File: config.mk
export PLATFORM = sky130hd
export DESIGN_NAME = uart_frame_engine
export DESIGN_NICKNAME = d
export VERILOG_FILES = /design/src/rtl/uart_fe_pkg.sv /design/src/rtl/uart_fe_tx.sv /design/src/rtl/uart_fe_rx.sv /design/src/rtl/uart_frame_engine.sv
export SDC_FILE = /design/constraint.sdc
export NUM_CORES = 1
export LEC_CHECK = 0
export ABC_AREA = 1
export BUFFER_PORTS_ARGS = -buffer_cell sky130_fd_sc_hd__buf_2
export CORE_UTILIZATION = 50
export CTS_CLUSTER_DIAMETER = 150
export DETAILED_ROUTE_END_ITERATION = 12
export GPL_ROUTABILITY_DRIVEN = 0
export GPL_TIMING_DRIVEN = 0
export PLACE_DENSITY_LB_ADDON = 0.1
export SYNTH_ARGS = -nofsm -noshare
export SYNTH_HDL_FRONTEND = slang
export SYNTH_HIERARCHICAL = 1
export SYNTH_SLANG_ARGS = --single-unit
File: constraint.sdc
create_clock -name clk -period 3.4 [get_ports clk]
set_clock_uncertainty 0.15 [all_clocks]
set_input_delay 0.17 -clock clk [delete_from_list [all_inputs] [get_ports clk]]
set_output_delay 0.17 -clock clk [all_outputs]
set_load 0.02 [all_outputs]
File: src/rtl/uart_fe_pkg.sv
package uart_fe_pkg;

    typedef enum logic [2:0] {
        PH_IDLE,
        PH_START,
        PH_DATA,
        PH_PARITY,
        PH_STOP,
        PH_LINGER
    } phase_e;

    typedef struct packed {
        logic [1:0] len_code;
        logic       par_en;
        logic       par_odd;
        logic       two_stop;
    } frame_cfg_t;

    // status vector positions
    localparam int ST_TX_IDLE  = 0;
    localparam int ST_TX_EMPTY = 1;
    localparam int ST_RX_FULL  = 2;
    localparam int ST_OVR      = 3;
    localparam int ST_FRM      = 4;
    localparam int ST_PAR      = 5;
    localparam int ST_BRK      = 8;
    localparam int ST_W        = 9;

    // control byte positions
    localparam int MODE_TWO_STOP = 3;
    localparam int EXT_PAR_ODD   = 3;
    localparam int EXT_PAR_EN    = 4;
    localparam int CTL_TX_EN     = 0;
    localparam int CTL_RX_EN     = 1;
    localparam int CTL_CLEAR     = 7;

    // index of the last data bit for a length code (0 -> 8 bits)
    function automatic logic [2:0] last_bit_idx(input logic [1:0] code);
        return (code == 2'd0) ? 3'd7 : ({1'b0, code} + 3'd3);
    endfunction

    function automatic logic [7:0] data_mask(input logic [1:0] code);
        return 8'hFF >> (3'd7 - last_bit_idx(code));
    endfunction

endpackage

File: src/rtl/uart_fe_tx.sv
module uart_fe_tx
    import uart_fe_pkg::*;
#(
    parameter int DIV_W = 16
) (
    input  logic             clk,
    input  logic             rst_n,
    input  logic             clr,
    input  logic             tx_en,
    input  frame_cfg_t       cfg,
    input  logic [DIV_W-1:0] div,
    input  logic [7:0]       wr_data,
    input  logic             wr_valid,
    output logic             wr_ready,
    output logic             hold_empty,
    output logic             line_idle,
    output logic             txd
);

    typedef struct packed {
        phase_e           phase;
        logic [DIV_W-1:0] cnt;
        logic [2:0]       bit_idx;
        logic             stop_idx;
        logic [7:0]       shreg;
        logic             par_bit;
        logic [7:0]       hold;
        logic             hold_full;
        logic             txd;
    } tx_state_t;

    localparam tx_state_t TX_RST = '{
        phase: PH_IDLE, cnt: '0, bit_idx: 3'd0, stop_idx: 1'b0,
        shreg: 8'd0, par_bit: 1'b0, hold: 8'd0, hold_full: 1'b0, txd: 1'b1
    };

    tx_state_t s_d, s_q;
    logic      tick;
    logic      accept;
    logic [7:0] masked;

    always_comb begin
        s_d    = s_q;
        tick   = (s_q.cnt == div);
        accept = wr_valid && tx_en && !s_q.hold_full;
        masked = s_q.hold & data_mask(cfg.len_code);
        s_d.cnt = tick ? '0 : s_q.cnt + 1'b1;

        case (s_q.phase)
            PH_IDLE: begin
                s_d.cnt = '0;
                s_d.txd = 1'b1;
                if (s_q.hold_full && tx_en) begin
                    s_d.phase     = PH_START;
                    s_d.shreg     = masked;
                    s_d.par_bit   = (^masked) ^ cfg.par_odd;
                    s_d.hold_full = 1'b0;
                    s_d.txd       = 1'b0;
                end
            end
            PH_START: begin
                if (tick) begin
                    s_d.phase   = PH_DATA;
                    s_d.bit_idx = 3'd0;
                    s_d.txd     = s_q.shreg[0];
                end
            end
            PH_DATA: begin
                if (tick) begin
                    if (s_q.bit_idx == last_bit_idx(cfg.len_code)) begin
                        if (cfg.par_en) begin
                            s_d.phase = PH_PARITY;
                            s_d.txd   = s_q.par_bit;
                        end else begin
                            s_d.phase    = PH_STOP;
                            s_d.stop_idx = 1'b0;
                            s_d.txd      = 1'b1;
                        end
                    end else begin
                        s_d.bit_idx = s_q.bit_idx + 3'd1;
                        s_d.shreg   = s_q.shreg >> 1;
                        s_d.txd     = s_q.shreg[1];
                    end
                end
            end
            PH_PARITY: begin
                if (tick) begin
                    s_d.phase    = PH_STOP;
                    s_d.stop_idx = 1'b0;
                    s_d.txd      = 1'b1;
                end
            end
            PH_STOP: begin
                s_d.txd = 1'b1;
                if (tick) begin
                    if (cfg.two_stop && !s_q.stop_idx) begin
                        s_d.stop_idx = 1'b1;
                    end else begin
                        s_d.phase = PH_IDLE;
                    end
                end
            end
            default: begin
                s_d.phase = PH_IDLE;
                s_d.txd   = 1'b1;
            end
        endcase

        if (accept) begin
            s_d.hold      = wr_data;
            s_d.hold_full = 1'b1;
        end

        if (clr) begin
            s_d = TX_RST;
        end
    end

    always_ff @(posedge clk or negedge rst_n) begin
        if (!rst_n) begin
            s_q <= TX_RST;
        end else begin
            s_q <= s_d;
        end
    end

    assign wr_ready   = tx_en && !s_q.hold_full;
    assign hold_empty = !s_q.hold_full;
    assign line_idle  = (s_q.phase == PH_IDLE) && !s_q.hold_full;
    assign txd        = s_q.txd;

    AST_TX_IDLE_LINE_HIGH: assert property (@(posedge clk) disable iff (!rst_n)
        line_idle |-> txd);

    AST_TX_ACCEPT_ONCE: assert property (@(posedge clk) disable iff (!rst_n)
        (wr_valid && wr_ready && !clr) |=> !wr_ready);

    AST_TX_CLEAR_IDLE: assert property (@(posedge clk) disable iff (!rst_n)
        clr |=> (line_idle && hold_empty));

endmodule

File: src/rtl/uart_fe_rx.sv
module uart_fe_rx
    import uart_fe_pkg::*;
#(
    parameter int DIV_W = 16
) (
    input  logic             clk,
    input  logic             rst_n,
    input  logic             clr,
    input  logic             rx_en,
    input  frame_cfg_t       cfg,
    input  logic [DIV_W-1:0] div,
    input  logic             rxd_s,
    input  logic             rd_ack,
    input  logic             err_clr,
    output logic [7:0]       rd_data,
    output logic             rd_full,
    output logic             ovr,
    output logic             frm,
    output logic             per,
    output logic             brk
);

    typedef struct packed {
        phase_e           phase;
        logic [DIV_W-1:0] cnt;
        logic [2:0]       bit_idx;
        logic             stop_idx;
        logic [7:0]       shreg;
        logic             par_seen;
        logic             stop_bad;
        logic             all_zero;
        logic [7:0]       data;
        logic             full;
        logic             ovr;
        logic             frm;
        logic             per;
        logic             brk;
    } rx_state_t;

    localparam rx_state_t RX_RST = '{
        phase: PH_IDLE, cnt: '0, bit_idx: 3'd0, stop_idx: 1'b0, shreg: 8'd0,
        par_seen: 1'b0, stop_bad: 1'b0, all_zero: 1'b0, data: 8'd0,
        full: 1'b0, ovr: 1'b0, frm: 1'b0, per: 1'b0, brk: 1'b0
    };

    rx_state_t s_d, s_q;
    logic      tick;
    logic      mid;
    logic      finish;

    always_comb begin
        s_d    = s_q;
        tick   = (s_q.cnt == div);
        mid    = (s_q.cnt == (div >> 1));
        finish = 1'b0;
        s_d.cnt = s_q.cnt + 1'b1;

        if (rd_ack) begin
            s_d.full = 1'b0;
        end

        case (s_q.phase)
            PH_IDLE: begin
                s_d.cnt = '0;
                if (rx_en && !rxd_s) begin
                    s_d.phase = PH_START;
                end
            end
            PH_START: begin
                if (mid) begin
                    s_d.cnt = '0;
                    if (!rxd_s) begin
                        s_d.phase    = PH_DATA;
                        s_d.bit_idx  = 3'd0;
                        s_d.shreg    = 8'd0;
                        s_d.par_seen = 1'b0;
                        s_d.stop_bad = 1'b0;
                        s_d.all_zero = 1'b1;
                    end else begin
                        s_d.phase = PH_IDLE;
                    end
                end
            end
            PH_DATA: begin
                if (tick) begin
                    s_d.cnt                = '0;
                    s_d.shreg[s_q.bit_idx] = rxd_s;
                    s_d.all_zero           = s_q.all_zero && !rxd_s;
                    if (s_q.bit_idx == last_bit_idx(cfg.len_code)) begin
                        s_d.phase    = cfg.par_en ? PH_PARITY : PH_STOP;
                        s_d.stop_idx = 1'b0;
                    end else begin
                        s_d.bit_idx = s_q.bit_idx + 3'd1;
                    end
                end
            end
            PH_PARITY: begin
                if (tick) begin
                    s_d.cnt      = '0;
                    s_d.par_seen = rxd_s;
                    s_d.all_zero = s_q.all_zero && !rxd_s;
                    s_d.phase    = PH_STOP;
                    s_d.stop_idx = 1'b0;
                end
            end
            PH_STOP: begin
                if (tick) begin
                    s_d.cnt      = '0;
                    s_d.stop_bad = s_q.stop_bad || !rxd_s;
                    s_d.all_zero = s_q.all_zero && !rxd_s;
                    if (cfg.two_stop && !s_q.stop_idx) begin
                        s_d.stop_idx = 1'b1;
                    end else begin
                        finish    = 1'b1;
                        s_d.phase = rxd_s ? PH_IDLE : PH_LINGER;
                    end
                end
            end
            PH_LINGER: begin
                s_d.cnt = '0;
                if (rxd_s) begin
                    s_d.phase = PH_IDLE;
                end
            end
            default: begin
                s_d.phase = PH_IDLE;
            end
        endcase

        if (finish) begin
            if (s_d.full) begin
                s_d.ovr = 1'b1;
            end else begin
                s_d.data = s_d.shreg;
                s_d.full = 1'b1;
                s_d.frm  = s_q.frm || s_d.stop_bad;
                s_d.per  = s_q.per || (cfg.par_en &&
                           (s_d.par_seen != ((^s_d.shreg) ^ cfg.par_odd)));
            end
            s_d.brk = s_q.brk || s_d.all_zero;
        end

        if (!rx_en) begin
            s_d.phase = PH_IDLE;
            s_d.cnt   = '0;
        end

        if (err_clr) begin
            s_d.ovr = 1'b0;
            s_d.frm = 1'b0;
            s_d.per = 1'b0;
        end

        if (clr) begin
            s_d = RX_RST;
        end
    end

    always_ff @(posedge clk or negedge rst_n) begin
        if (!rst_n) begin
            s_q <= RX_RST;
        end else begin
            s_q <= s_d;
        end
    end

    assign rd_data = s_q.data;
    assign rd_full = s_q.full;
    assign ovr     = s_q.ovr;
    assign frm     = s_q.frm;
    assign per     = s_q.per;
    assign brk     = s_q.brk;

    AST_RX_DATA_HELD: assert property (@(posedge clk) disable iff (!rst_n)
        (rd_full && !rd_ack && !clr) |=> (rd_full && $stable(rd_data)));

    AST_RX_OVR_NEEDS_FULL: assert property (@(posedge clk) disable iff (!rst_n)
        $rose(ovr) |-> $past(rd_full));

    AST_RX_ERR_CLEARED: assert property (@(posedge clk) disable iff (!rst_n)
        err_clr |=> !(ovr || frm || per));

    AST_RX_CLEAR_EMPTY: assert property (@(posedge clk) disable iff (!rst_n)
        clr |=> (!rd_full && !brk));

endmodule

File: src/rtl/uart_frame_engine.sv
module uart_frame_engine
    import uart_fe_pkg::*;
#(
    parameter int DIV_W       = 16,
    parameter int SYNC_STAGES = 2
) (
    input  logic             clk,
    input  logic             rst_n,
    input  logic [7:0]       mode_reg,
    input  logic [7:0]       ext_reg,
    input  logic [7:0]       ctrl_reg,
    input  logic [DIV_W-1:0] baud_reg,
    input  logic             err_clr,
    input  logic [7:0]       tx_data,
    input  logic             tx_valid,
    output logic             tx_ready,
    output logic [7:0]       rx_data,
    output logic             rx_valid,
    input  logic             rx_read,
    output logic [ST_W-1:0]  status,
    input  logic             rxd,
    output logic             txd
);

    frame_cfg_t             cfg;
    logic                   clr;
    logic [SYNC_STAGES-1:0] sync_q;
    logic                   rxd_s;
    logic                   hold_empty, line_idle;
    logic                   ovr, frm, per, brk;
    logic                   unused_bits;

    assign cfg = '{
        len_code: ext_reg[1:0],
        par_en:   ext_reg[EXT_PAR_EN],
        par_odd:  ext_reg[EXT_PAR_ODD],
        two_stop: mode_reg[MODE_TWO_STOP]
    };
    assign clr = ctrl_reg[CTL_CLEAR];
    assign unused_bits = ^{mode_reg[7:4], mode_reg[2:0], ext_reg[7:5], ext_reg[2],
                           ctrl_reg[6:2]};

    // receive line synchronizer
    generate
        for (genvar g = 0; g < SYNC_STAGES; g++) begin : g_sync
            logic stage_d;
            if (g == 0) begin : g_first
                assign stage_d = rxd;
            end else begin : g_next
                assign stage_d = sync_q[g-1];
            end
            always_ff @(posedge clk or negedge rst_n) begin
                if (!rst_n) begin
                    sync_q[g] <= 1'b1;
                end else begin
                    sync_q[g] <= stage_d;
                end
            end
        end
    endgenerate
    assign rxd_s = sync_q[SYNC_STAGES-1];

    uart_fe_tx #(.DIV_W(DIV_W)) u_tx (
        .clk        (clk),
        .rst_n      (rst_n),
        .clr        (clr),
        .tx_en      (ctrl_reg[CTL_TX_EN]),
        .cfg        (cfg),
        .div        (baud_reg),
        .wr_data    (tx_data),
        .wr_valid   (tx_valid),
        .wr_ready   (tx_ready),
        .hold_empty (hold_empty),
        .line_idle  (line_idle),
        .txd        (txd)
    );

    uart_fe_rx #(.DIV_W(DIV_W)) u_rx (
        .clk     (clk),
        .rst_n   (rst_n),
        .clr     (clr),
        .rx_en   (ctrl_reg[CTL_RX_EN]),
        .cfg     (cfg),
        .div     (baud_reg),
        .rxd_s   (rxd_s),
        .rd_ack  (rx_read),
        .err_clr (err_clr),
        .rd_data (rx_data),
        .rd_full (rx_valid),
        .ovr     (ovr),
        .frm     (frm),
        .per     (per),
        .brk     (brk)
    );

    always_comb begin
        status              = '0;
        status[ST_TX_IDLE]  = line_idle;
        status[ST_TX_EMPTY] = hold_empty;
        status[ST_RX_FULL]  = rx_valid;
        status[ST_OVR]      = ovr;
        status[ST_FRM]      = frm;
        status[ST_PAR]      = per;
        status[ST_BRK]      = brk;
    end

    AST_BRK_WITH_FRM: assert property (@(posedge clk) disable iff (!rst_n)
        $rose(status[ST_BRK]) |-> (status[ST_FRM] || $past(err_clr)));

endmodule

# Yosys cells after proc, flatten, opt, wreduce, memory -nomap -nowiden
# Cells that the tools add are included.
# W data, S select, Z words.
# totals
wordCells	211
in_bits	54
reg_bits	91
out_inout_bits	20
# op_classes
magnitude_cmp	2
shift	1
reduce_logical	52
muxes	79
n_addsub	6
bitwise	3
eq_ne	43
# ops
op	count
$pmux W16 S5	1
$mux W19	3
$mux W3	19
$mux W47	1
$mux W42	1
$ne A3 B2 Y1 const B	13
$add A16 B1 Y16 const B	2
$eq A16 B16 Y1	2
$mux W16	2
$pmux W8 S2	2
$mux W31	1
$mux W9	3
$mux W1	24
$ne A4 B3 Y1 const B	6
$mux W11	2
$mux W22	1
$reduce_bool A3 Y1	7
$ne A3 B3 Y1 const B	6
$pmux W3 S6	1
$eq A16 B15 Y1	1
$reduce_xor A8 Y1	2
$pmux W3 S5	1
$reduce_and A7 Y1	2
$mux W13	1
other kinds (38)	82

# Depth between registers and ports, before layout
# Gate-level depths: netlist of run 1.
# logic_depth
word_depth	16
mapped_depth	22
mapped_depth_nobuf	21

# Modules after synthesis
# The synthesis of run 1 kept the hierarchy.
# by_module_without_submodules
module	area_each_um2	seq_area_each_um2	instances	cells_per_inst
uart_fe_rx	3802.4	1176.1	1	588
uart_fe_tx	2810.2	1052.3	1	424
uart_frame_engine	123.9	52.6	1	12

# Least setup slack after synthesis of run 1
# No wires, ideal clock.
# synth_path
path_kind	reg2reg
start	reg u_rx/s_q[28] in the netlist's numbering
end	reg u_rx/s_q[43] in the netlist's numbering
required_ps	3129
path_stages_with_launch	14
synth_period_minus_slack_ps	2084
slack_ps	1316
t_arrival_ps	1813
setup_time_ps	121
path_buffers	0
cell_sequence	dfrtp_1 inv_2 nor3_2 nand2_1 nor2_1 nand3_1 nor3_1 nand2_1 nor2_1 nand2_1 nor3_2 nand2_1 o21ai_1 a21oi_1
# synth_rtl
item	line_no	source
start: declaration	uart_fe_rx.sv:46	rx_state_t s_d, s_q;
start signal: assignment	uart_fe_rx.sv:161	s_q <= RX_RST;
start signal: assignment	uart_fe_rx.sv:163	s_q <= s_d;

# Worst setup path after layout of run 1
# layout_path
start	reg u_rx/s_q[40] in the netlist's numbering
end	reg u_rx.s_q (netlist bit u_rx/per)
# layout_between
elab_chain_cells	12
word_cells_on_any_way	20
cone_classes	3 x eq/ne; 11 x mux; 1 x bitwise; 5 x reduce/logical
# layout_rtl
item	line_no	source
$eq A16 B16 Y1 or $eq A16 B15 Y1 (tied branches)	uart_fe_rx.sv:53, uart_fe_rx.sv:54	
$mux W31 or $mux W11 (tied branches)	uart_fe_rx.sv:85, uart_fe_rx.sv:70	
$pmux W8 S2	uart_fe_rx.sv:62	case (s_q.phase)
$reduce_xor A8 Y1	uart_fe_rx.sv:138	(s_d.par_seen != ((^s_d.shreg) ^ cfg.par_odd)));
$xor A1 B1 Y1	uart_fe_rx.sv:138	
$ne A1 B1 Y1	uart_fe_rx.sv:138	
$logic_and A1 B1 Y1	uart_fe_rx.sv:137	s_d.per = s_q.per || (cfg.par_en &&
$logic_or A1 B1 Y1	uart_fe_rx.sv:137	
$mux W2	uart_fe_rx.sv:131	if (s_d.full) begin
$mux W13	uart_fe_rx.sv:130	if (finish) begin
$mux W3	uart_fe_rx.sv:148	if (err_clr) begin
$mux W47	uart_fe_rx.sv:154	if (clr) begin
# Several ways; a longest one is shown, not always the timed one. The select of a mux whose other input is x is not followed.
# A chain may end at the register's enable or synchronous reset.

==> out/results.tsv, run 1 <==
metric	value	unit
die_area	13940	µm²
finalSetupViolations	0	
start_util	51.07	%
peakVddDrop	0.3205	mV
synth-xor-area-share	2.600	%
drt-wirelength-per-cell	12.19	µm
rr_startpoint	u_rx/s_q[40]	
clkTransAtPathRegs	70	ps
synth-seq-cells	91	
cts.sinks	91	
worst_setup_path_start_kind	flop	
rrSetupSlack	920	ps
p_clk_share	35.3	%
cts.repair.resized	0	
grt_start_max_net_pins	56	
drt-total-wl	15660	µm
grt_antenna_before_repair	0	
drtPass1Iterations	5	
cts_made_buffers	9	
drtAntennaViolNets	0	
cp.arrival	2620	ps
comb_power_share	24.1	%
status	finished clean	
final_util	58.20	%
die_w	118.1	µm
die_y	118.1	µm
clock_latency	350	ps
num_antenna_cells	0	
netlist_instances	1024	
tns	0	ps
ys_types	50	
hold_viol	0	
fp-row-count	42	
synth_largest_area_cell	dfrtp_1	
layout-drive-gt1-share	18.05	%
core	13190	µm²
drt_iter0_markers	280	
fin_hold_ws	21.26	ps
critPathLaunch	u_rx/s_q[40]	
post-synth-top-count-cell	nand2_1	
cts_buffer_depth	2	
cts_setup_buffers	0	
crit_fanout	10	
synth_edf_count	0	
grt_pass1_wl	26740	µm
required	3530	ps
rsz0062_at_grt	no	
maxSlewHeadroom	65.47	%
p_leak	4.158	nW
viasPerCell	4.871	
synthesis.area	6736	µm²
power.density	380.5	nW/µm²
gr-total-overflow	0	
cellInternalPower	1.972	mW
synth_fa_ha_area_share	1.672	%
drcViolationCount	0	
worstSetupEndpointType	flop	
track_usage	23.97	%
hold_class	in2reg	
worst_slew_pin_slew	518.0	ps
hold_depth	4	
fin_crit_sh	73.05	%
endpoint	u_rx/per	
yosysTopAreaCellShare	32.69	%
dp_hpwl	11740	µm
power_frac_seq	40.6	%
syn_to_final_growth	13.95	%
num_vias	6254	
synthArstFlopShare	100.0	%
clockRootBuffer	clkbuf_16	
pin_count	74	
switchingPower	948.3	µW
cts-htree-levels	3	
port_buffers	55	
timing.rr.end	u_rx/per	
holdBufCountCts	11	
nNetsFinal	1166	
ys_seq_area_share	33.86	%
synthMuxAreaShare	0	%
ys.flop_type	dfrtp_1	
min_period	2484	ps
switching_share	32.47	%
yosys-top-cells-area	dfrtp_1 33%, nand2_1 20%, inv_1 6.6%	
maxCapViolations	0	
synth_top_family_by_area	simple AND/OR/NAND/NOR gates	
slew_violations	0	
synth_simple_gate_area_share	42.38	%
clock.fmax	402.6	MHz
syn_avg_cell_area	6.579	µm²
synthTopCellsByCount	356 x nand2_1, 119 x inv_1, 105 x nor2_1	
grt_pass1_vias	5697	
synth_compound_area_share	7.188	%
worstSetupPathType	reg2reg	
cts_tree	done	
rr_worst_depth	21	
yosys_warnings	6	
worst max-delay path: stages (launching register included):
cell      delay [ps]
dfrtp_1          400
inv_2             90
nand2_1           60
nand2_1           40
nor2_1           140
nand2_1          130
nor2_4           180
nand2_4          100
buf_6            160
nand2_1           60
nand3_1           60
nand3_1          110
nand2_2           80
clkinv_1          50
nand2_1           50
nand2_1           50
nand2_1           40
nand2_1           90
nand3_1           90
nand2_1           90
nand2_1           60
a21oi_2          110
registers in the layout (all words and copies together) (netlist names):
name and cells:
u_rx/brk 1, g_sync.stage_d 1, rxd_s 1, u_rx/per 1, u_rx/ovr 1, u_rx/frm 1, u_rx/rd_full 1, u_rx/s_q 34
u_tx/txd 1, u_tx/s_q 41, u_rx/rd_data 8
layer usage:
metal | wire (µm) | global-route usage (%) | vias up | share of wire, %
li1 | - | - | 3323 | -
met1 | 7882 | 32.98 | 2812 | 50
met2 | 6989 | 38.13 | 108 | 45
met3 | 594 | 4.748 | 11 | 3.8
met4 | 189 | 6.971 | 0 | 1.2
met5 | 0 | 0 | - | 0
through the flow:
stage / instances / total power [mW] / setup WS (ps) / cell area (µm²)
6_report: 1284 / 2.921 / 916.3 / 7676
3_5_place_dp: 1257 / 1.897 / 915.6 / 7266
3_3_place_gp: 1256 / 1.890 / 920.6 / 7236
2_1_floorplan: 1025 / 1.701 / 1316 / 6740
4_1_cts: 1284 / 2.952 / 889.6 / 7676
5_1_grt: 1284 / 3.099 / 635.8 / 7676
power by group through the flow:
stage / clock network, mW / registers, mW / logic, mW
after CTS: 1.06 / 1.19 / 0.704
after floorplan: 0 / 1.20 / 0.498
after detailed placement: 0 / 1.21 / 0.691
after global routing: 1.10 / 1.19 / 0.802
after global placement: 0 / 1.21 / 0.685
final: 1.03 / 1.19 / 0.704
cell usage in the layout, fill, tap and decap left out, types with 16 or more instances in the layout:
master / instances
a21oi_1: 17
buf_2: 59
buf_4: 19
dfrtp_1: 88
inv_1: 119
inv_2: 35
nand2_1: 356
nand2_2: 16
nand3_1: 71
nor2_1: 105
nor3_1: 20
o21ai_0: 39
xor2_1: 17
worst min path at each step:
| stage | from | end | slack (ps) |
|---|---|---|---|
| 6_report | rx_read | u_rx/rd_full | 20 |
| 5_1_grt | rx_read | u_rx/rd_full | 20 |
| 4_1_cts | rx_read | u_rx/rd_full | 10 |
| 3_5_place_dp | rst_n | u_rx/rd_data[7] | 30 |
| 3_3_place_gp | rxd | g_sync[1].stage_d | 140 |
| 2_1_floorplan | rst_n | u_rx/brk | -280 |
logic make-up (layout without fill, tap and decap cells):
logic type                 count (synthesis)  in the layout
AOI/OAI and AO/OA                         84             84
adders and majority gates                  9              9
buffers and inverters                    191            274
DFF                                       91             91
xor gates and xnor gates                  20             20
other                                      1              2
and+or+nand+nor                          628            628
area by class of cell:
class / count / area [µm²]
fillers: 1308 / 5514
clock inverters: 5 / 57.56
clock buffers: 11 / 242.7
multi-input cells: 743 / 3635
inverters: 161 / 608.1
flip-flops and latches: 91 / 2281
well taps: 176 / 220.2
repair buffers: 67 / 415.4
plain buffers: 30 / 216.5
No activity file was read; power rests on OpenSTA's default activity.
==> inputs of run 2 (changes only) <==
==> constraint.sdc (replaced) <==
create_clock -name clk -period 2.2 [get_ports clk]
set_clock_uncertainty 0.15 [all_clocks]
set_input_delay 0.11 -clock clk [delete_from_list [all_inputs] [get_ports clk]]
set_output_delay 0.11 -clock clk [all_outputs]
set_load 0.02 [all_outputs]
==> run 2 against run 1 <==
  * The flow now finishes with violations (setup timing)
  * Combinational power is 61% higher
  * Sequential power is 54% higher
  * Via count is 2.6% higher
  * Hold slack worse by 5.6 ps
  * Die area stayed put
  * First-iteration DRC count is 26% higher
  * Maximum frequency is 3.2% higher
  * Critical endpoint unchanged
  * Highest routed layer unchanged
==> out/results.tsv, run 2 (synthesized netlist as in run 1, its figures left out) <==
metric	value	unit
layout-drive-gt1-share	24.27	%
place_ws	-284.4	ps
die_y	118.1	µm
min_to	u_tx/s_q[41]	
clkTransAtPathRegs	70	ps
drt-wirelength-per-cell	12.43	µm
clock_latency	350	ps
p_leak	4.302	nW
drtAntennaViolNets	0	
final_util	61.07	%
comb_power_share	24.7	%
drtPass1Iterations	7	
place_inst	1257	
rsz0062_at_grt	yes	
track_usage	24.22	%
failed_checks	setup timing	
fp-row-count	42	
crit_fanout	7	
worstSetupEndpointType	flop	
start_util	51.07	%
switchingPower	1.485	mW
hold_viol	0	
port_buffers	55	
finalSetupViolations	15	
timing.rr.end	u_rx/per	
rr_startpoint	u_rx/s_q[40]	
place_area	7266	µm²
min_period	2408	ps
drt-total-wl	16170	µm
status	complete, but fails checks	
n_fill_cell	1259	
cp.arrival	2540	ps
slew_violations	0	
rrSetupSlack	-210	ps
power_frac_seq	40.3	%
pin_count	74	
num_antenna_cells	0	
grt_antenna_before_repair	0	
final_cell_mix	338 x nand2_1, 117 x inv_1, 94 x nor2_1	
final_cells	1301	
cts_tree	done	
maxCapViolations	0	
syn_to_final_growth	19.58	%
hold_depth	4	
hold_start	ext_reg[4]	
rr_worst_depth	21	
nNetsFinal	1183	
dp_hpwl	11740	µm
peakVddDrop	0.4965	mV
cts_buffer_depth	2	
cellInternalPower	3.062	mW
num_vias	6417	
tns	-1012	ps
die_area	13940	µm²
die_w	118.1	µm
clockRootBuffer	clkbuf_16	
cts-htree-levels	3	
layout_commonest_cell	nand2_1	
drt_iter0_markers	353	
worst_setup_path_start_kind	flop	
maxSlewHeadroom	65.16	%
power.total	4.547	mW
cts.sinks	91	
fin_crit_sh	109.4	%
grt_pass1_wl	27020	µm
hold_class	in2reg	
gr-total-overflow	0	
finalInstanceArea	8055	µm²
fin_hold_ws	15.64	ps
largest_register_ffs	41	
worst_slew_pin_slew	522.6	ps
power.density	564.5	nW/µm²
grt_pass1_vias	5752	
switching_share	32.66	%
grt_start_max_net_pins	56	
timing.final.ws_setup	-207.7	ps
required	2330	ps
viasPerCell	4.932	
drcViolationCount	0	
cts_made_buffers	9	
top_register	u_tx/s_q	
worstSetupPathType	reg2reg	
p_clk_share	35.0	%
core	13190	µm²
clock.fmax	415.3	MHz
==> run 2: changes by cell type in the layout (fill, tap and decap cells not counted), sizes merged <==
cell / change
clkinv: -1
inv: +1
dlygate4sd3: +1
buf: +16
==> run 2: how the worst max path moves through the flow <==
stage,from,to,slack [ps]
2_1_floorplan,u_rx/s_q[28],u_rx/s_q[43],120
3_3_place_gp,u_rx/s_q[41],u_rx/per,-280
3_5_place_dp,u_rx/s_q[41],u_rx/per,-280
4_1_cts,u_rx/s_q[28],u_rx/per,-190
5_1_grt,u_rx/s_q[38],u_rx/per,-410
6_report,u_rx/s_q[40],u_rx/per,-210
==> run 2: metal layers <==
layer  vias up  wire length [µm]  track usage (%)
met5         -                 0                0
met4         0               190            7.692
met3         9               517            4.409
met2       107              7419            38.79
met1      2941              8038            33.09
li1       3360                 -                -
==> run 2: power by group through the flow <==
stage          Combinational (mW)  Sequential [mW]  Clock [mW]
2_1_floorplan               0.770             1.86           0
3_3_place_gp                 1.06             1.86           0
3_5_place_dp                 1.07             1.86           0
4_1_cts                      1.10             1.83        1.64
5_1_grt                      1.27             1.84        1.70
6_report                     1.13             1.83        1.59
==> run 2: worst max-delay path, cell delays in order, from the launching register on <==
cell,delay [ps]
dfrtp_1,400
inv_2,90
nand2_1,60
nand2_1,50
nor2_2,120
nand2_2,100
nor2_4,170
nand2_4,100
buf_8,150
nand2_1,50
nand3_1,70
nand3_2,90
nand2_2,60
nand2_1,70
nand2_2,60
inv_1,50
nand2_1,60
nand2_2,70
nand3_1,80
nand2_1,90
nand2_1,70
a21oi_2,110
==> run 2: cell type report <==
type	instances	area, µm²	share of cell area, %
Tap cell	176	220.2	2.734
Inverter	161	614.3	7.627
Sequential cell	91	2290	28.43
Timing Repair Buffer	84	560.5	6.959
Clock buffer	11	242.7	3.013
Clock inverter	5	57.56	0.7145
Buffer	30	230.2	2.858
Multi-Input combinational cell	743	3840	47.67
==> run 2: repair_timing <==
| item | 4_1_cts | 5_1_grt |
|---|---|---|
| hold buffers | 12 | 0 |
| endpoints found under the setup margin | 29 | 36 |
| buffers inserted | 9 | 6 |
| endpoints found under the hold margin | 49 | 0 |
| pin swaps | 10 | 24 |
| resized for setup | 25 | 56 |
| cloned | 1 | 0 |
==> inputs of run 3 (changes only) <==
--- a/config.mk
+++ b/config.mk
@@ -12,6 +12,7 @@
 export DETAILED_ROUTE_END_ITERATION = 12
 export GPL_ROUTABILITY_DRIVEN = 0
 export GPL_TIMING_DRIVEN = 0
+export MAX_ROUTING_LAYER = met4
 export PLACE_DENSITY_LB_ADDON = 0.1
 export SYNTH_ARGS = -nofsm -noshare
 export SYNTH_HDL_FRONTEND = slang
==> run 3 against run 2 <==
  * The run still ends with setup timing left
  * First-iteration DRC count up 0.57%
  * Non-clock buffer count unchanged
  * Global-route usage up 0.71 points
  * Total power about the same
  * Worst setup slack better by 1.2 ps
  * Highest routed layer unchanged
  * Maximum frequency about the same
  * Die area unchanged
  * Routed wire length about the same
  * Critical path depth unchanged
  * Register-to-register slack about the same
==> out/results.tsv, run 3 (synthesized netlist as in run 1, its figures left out) <==
metric	value	unit
status	complete, but fails checks	
failed_checks	setup timing	
cts.sinks	91	
nNetsFinal	1183	
cts_buffer_depth	2	
num_antenna_cells	0	
cts-htree-levels	3	
drt_iter0_markers	355	
switchingPower	1.485	mW
grt_start_max_net_pins	56	
syn_to_final_growth	19.58	%
port_buffers	55	
final_util	61.07	%
power.density	564.5	nW/µm²
cts_tree	done	
critPathLaunch	u_rx/s_q[40]	
slew_violations	0	
dp_hpwl	11740	µm
comb_power_share	24.7	%
clockRootBuffer	clkbuf_16	
fp-row-count	42	
p_clk_share	35.0	%
clock.fmax	415.5	MHz
maxSlewHeadroom	65.09	%
drtPass1Iterations	7	
worstSetupEndpointType	flop	
hold_class	in2reg	
timing.rr.end	u_rx/per	
peakVddDrop	0.4988	mV
worstSetupPathType	reg2reg	
grt_pass1_vias	5760	
worst_setup_path_start_kind	flop	
tns	-998.3	ps
required	2340	ps
drt-wirelength-per-cell	12.42	µm
track_usage	24.93	%
drtAntennaViolNets	0	
die_area	13940	µm²
rr_startpoint	u_rx/s_q[40]	
hold_viol	0	
endpoint	u_rx/per	
place_area	7266	µm²
rsz0062_at_grt	yes	
largest_register_ffs	41	
core	13190	µm²
grt_pass1_wl	27020	µm
power.total	4.547	mW
viasPerCell	4.917	
place_inst	1257	
timing.final.ws_setup	-206.5	ps
p_leak	4.302	nW
rr_worst_depth	21	
crit_fanout	7	
place_ws	-284.4	ps
drt-total-wl	16150	µm
grt_antenna_before_repair	0	
layout-drive-gt1-share	24.27	%
drcViolationCount	0	
clock_latency	350	ps
worst_slew_pin_slew	523.7	ps
top_register	u_tx/s_q	
cellInternalPower	3.062	mW
switching_share	32.66	%
final_cells	1301	
finalInstanceArea	8055	µm²
gr-total-overflow	0	
pin_count	74	
layout_commonest_cell	nand2_1	
power_frac_seq	40.3	%
cts_made_buffers	9	
rrSetupSlack	-210	ps
min_period	2406	ps
maxCapViolations	0	
fin_crit_sh	109.4	%
num_vias	6397	
start_util	51.07	%
fin_hold_ws	15.13	ps
die_y	118.1	µm
die_w	118.1	µm
clkTransAtPathRegs	70	ps
cp.arrival	2540	ps
final_cell_mix	338 x nand2_1, 117 x inv_1, 94 x nor2_1	
finalSetupViolations	14	
==> run 3: area by class of cell <==
cell class / instances / area (µm²)
clock inverter: 5 / 57.56
tap: 176 / 220.2
sequential: 91 / 2290
multi-input combinational: 743 / 3840
inverter: 161 / 614.3
clock buffer: 11 / 242.7
fill: 1259 / 5135
buffer: 30 / 230.2
timing repair buffer: 84 / 560.5
==> run 3: worst min path at each step <==
stage,start,to,slack (ps),cells after the start
finish,ext_reg[4],u_tx/s_q[41],20,4
global placement,rxd,g_sync[1].stage_d,80,1
global route,ext_reg[4],u_tx/s_q[41],50,4
floorplan,rst_n,u_rx/brk,-340,0
detailed placement,rst_n,u_rx/rd_data[7],-30,1
CTS,ext_reg[4],u_tx/s_q[41],3,4
==> run 3: timing repair <==
action | in CTS | in global routing
gates resized for setup | 25 | 56
endpoints found under the setup margin | 29 | 36
pin swaps | 10 | 24
endpoints found under the hold margin | 49 | 0
gates cloned | 1 | 0
buffers inserted | 9 | 6
hold buffers | 12 | 0
==> run 3: power by group through the flow <==
stage | clock, mW | combinational (mW) | sequential (mW)
after detailed placement | 0 | 1.07 | 1.86
after global routing | 1.70 | 1.27 | 1.84
after CTS | 1.64 | 1.10 | 1.83
after global placement | 0 | 1.06 | 1.86
final | 1.59 | 1.12 | 1.83
after floorplan | 0 | 0.770 | 1.86
==> run 3: metal layers <==
layer | share of wire [%] | wire length [µm] | GRT usage, % | vias to the layer above
li1 | - | - | - | 3361
met1 | 50 | 7999 | 33.09 | 2926
met2 | 46 | 7434 | 38.79 | 101
met3 | 3.3 | 527 | 4.409 | 9
met4 | 1.2 | 189 | 7.692 | 0
met5 | 0 | 0 | - | -
==> run 3: critical path: stages, from the launching register on <==
cell	delay, ps
dfrtp_1	400
inv_2	90
nand2_1	60
nand2_1	50
nor2_2	120
nand2_2	100
nor2_4	170
nand2_4	100
buf_4	150
nand2_1	70
nand3_2	70
nand2_2	90
nand3_1	90
nand2_2	90
inv_2	30
nand2_1	60
nand3_2	60
nand2_1	60
nand2_1	40
nand2_1	80
nand2_1	70
a21oi_2	110
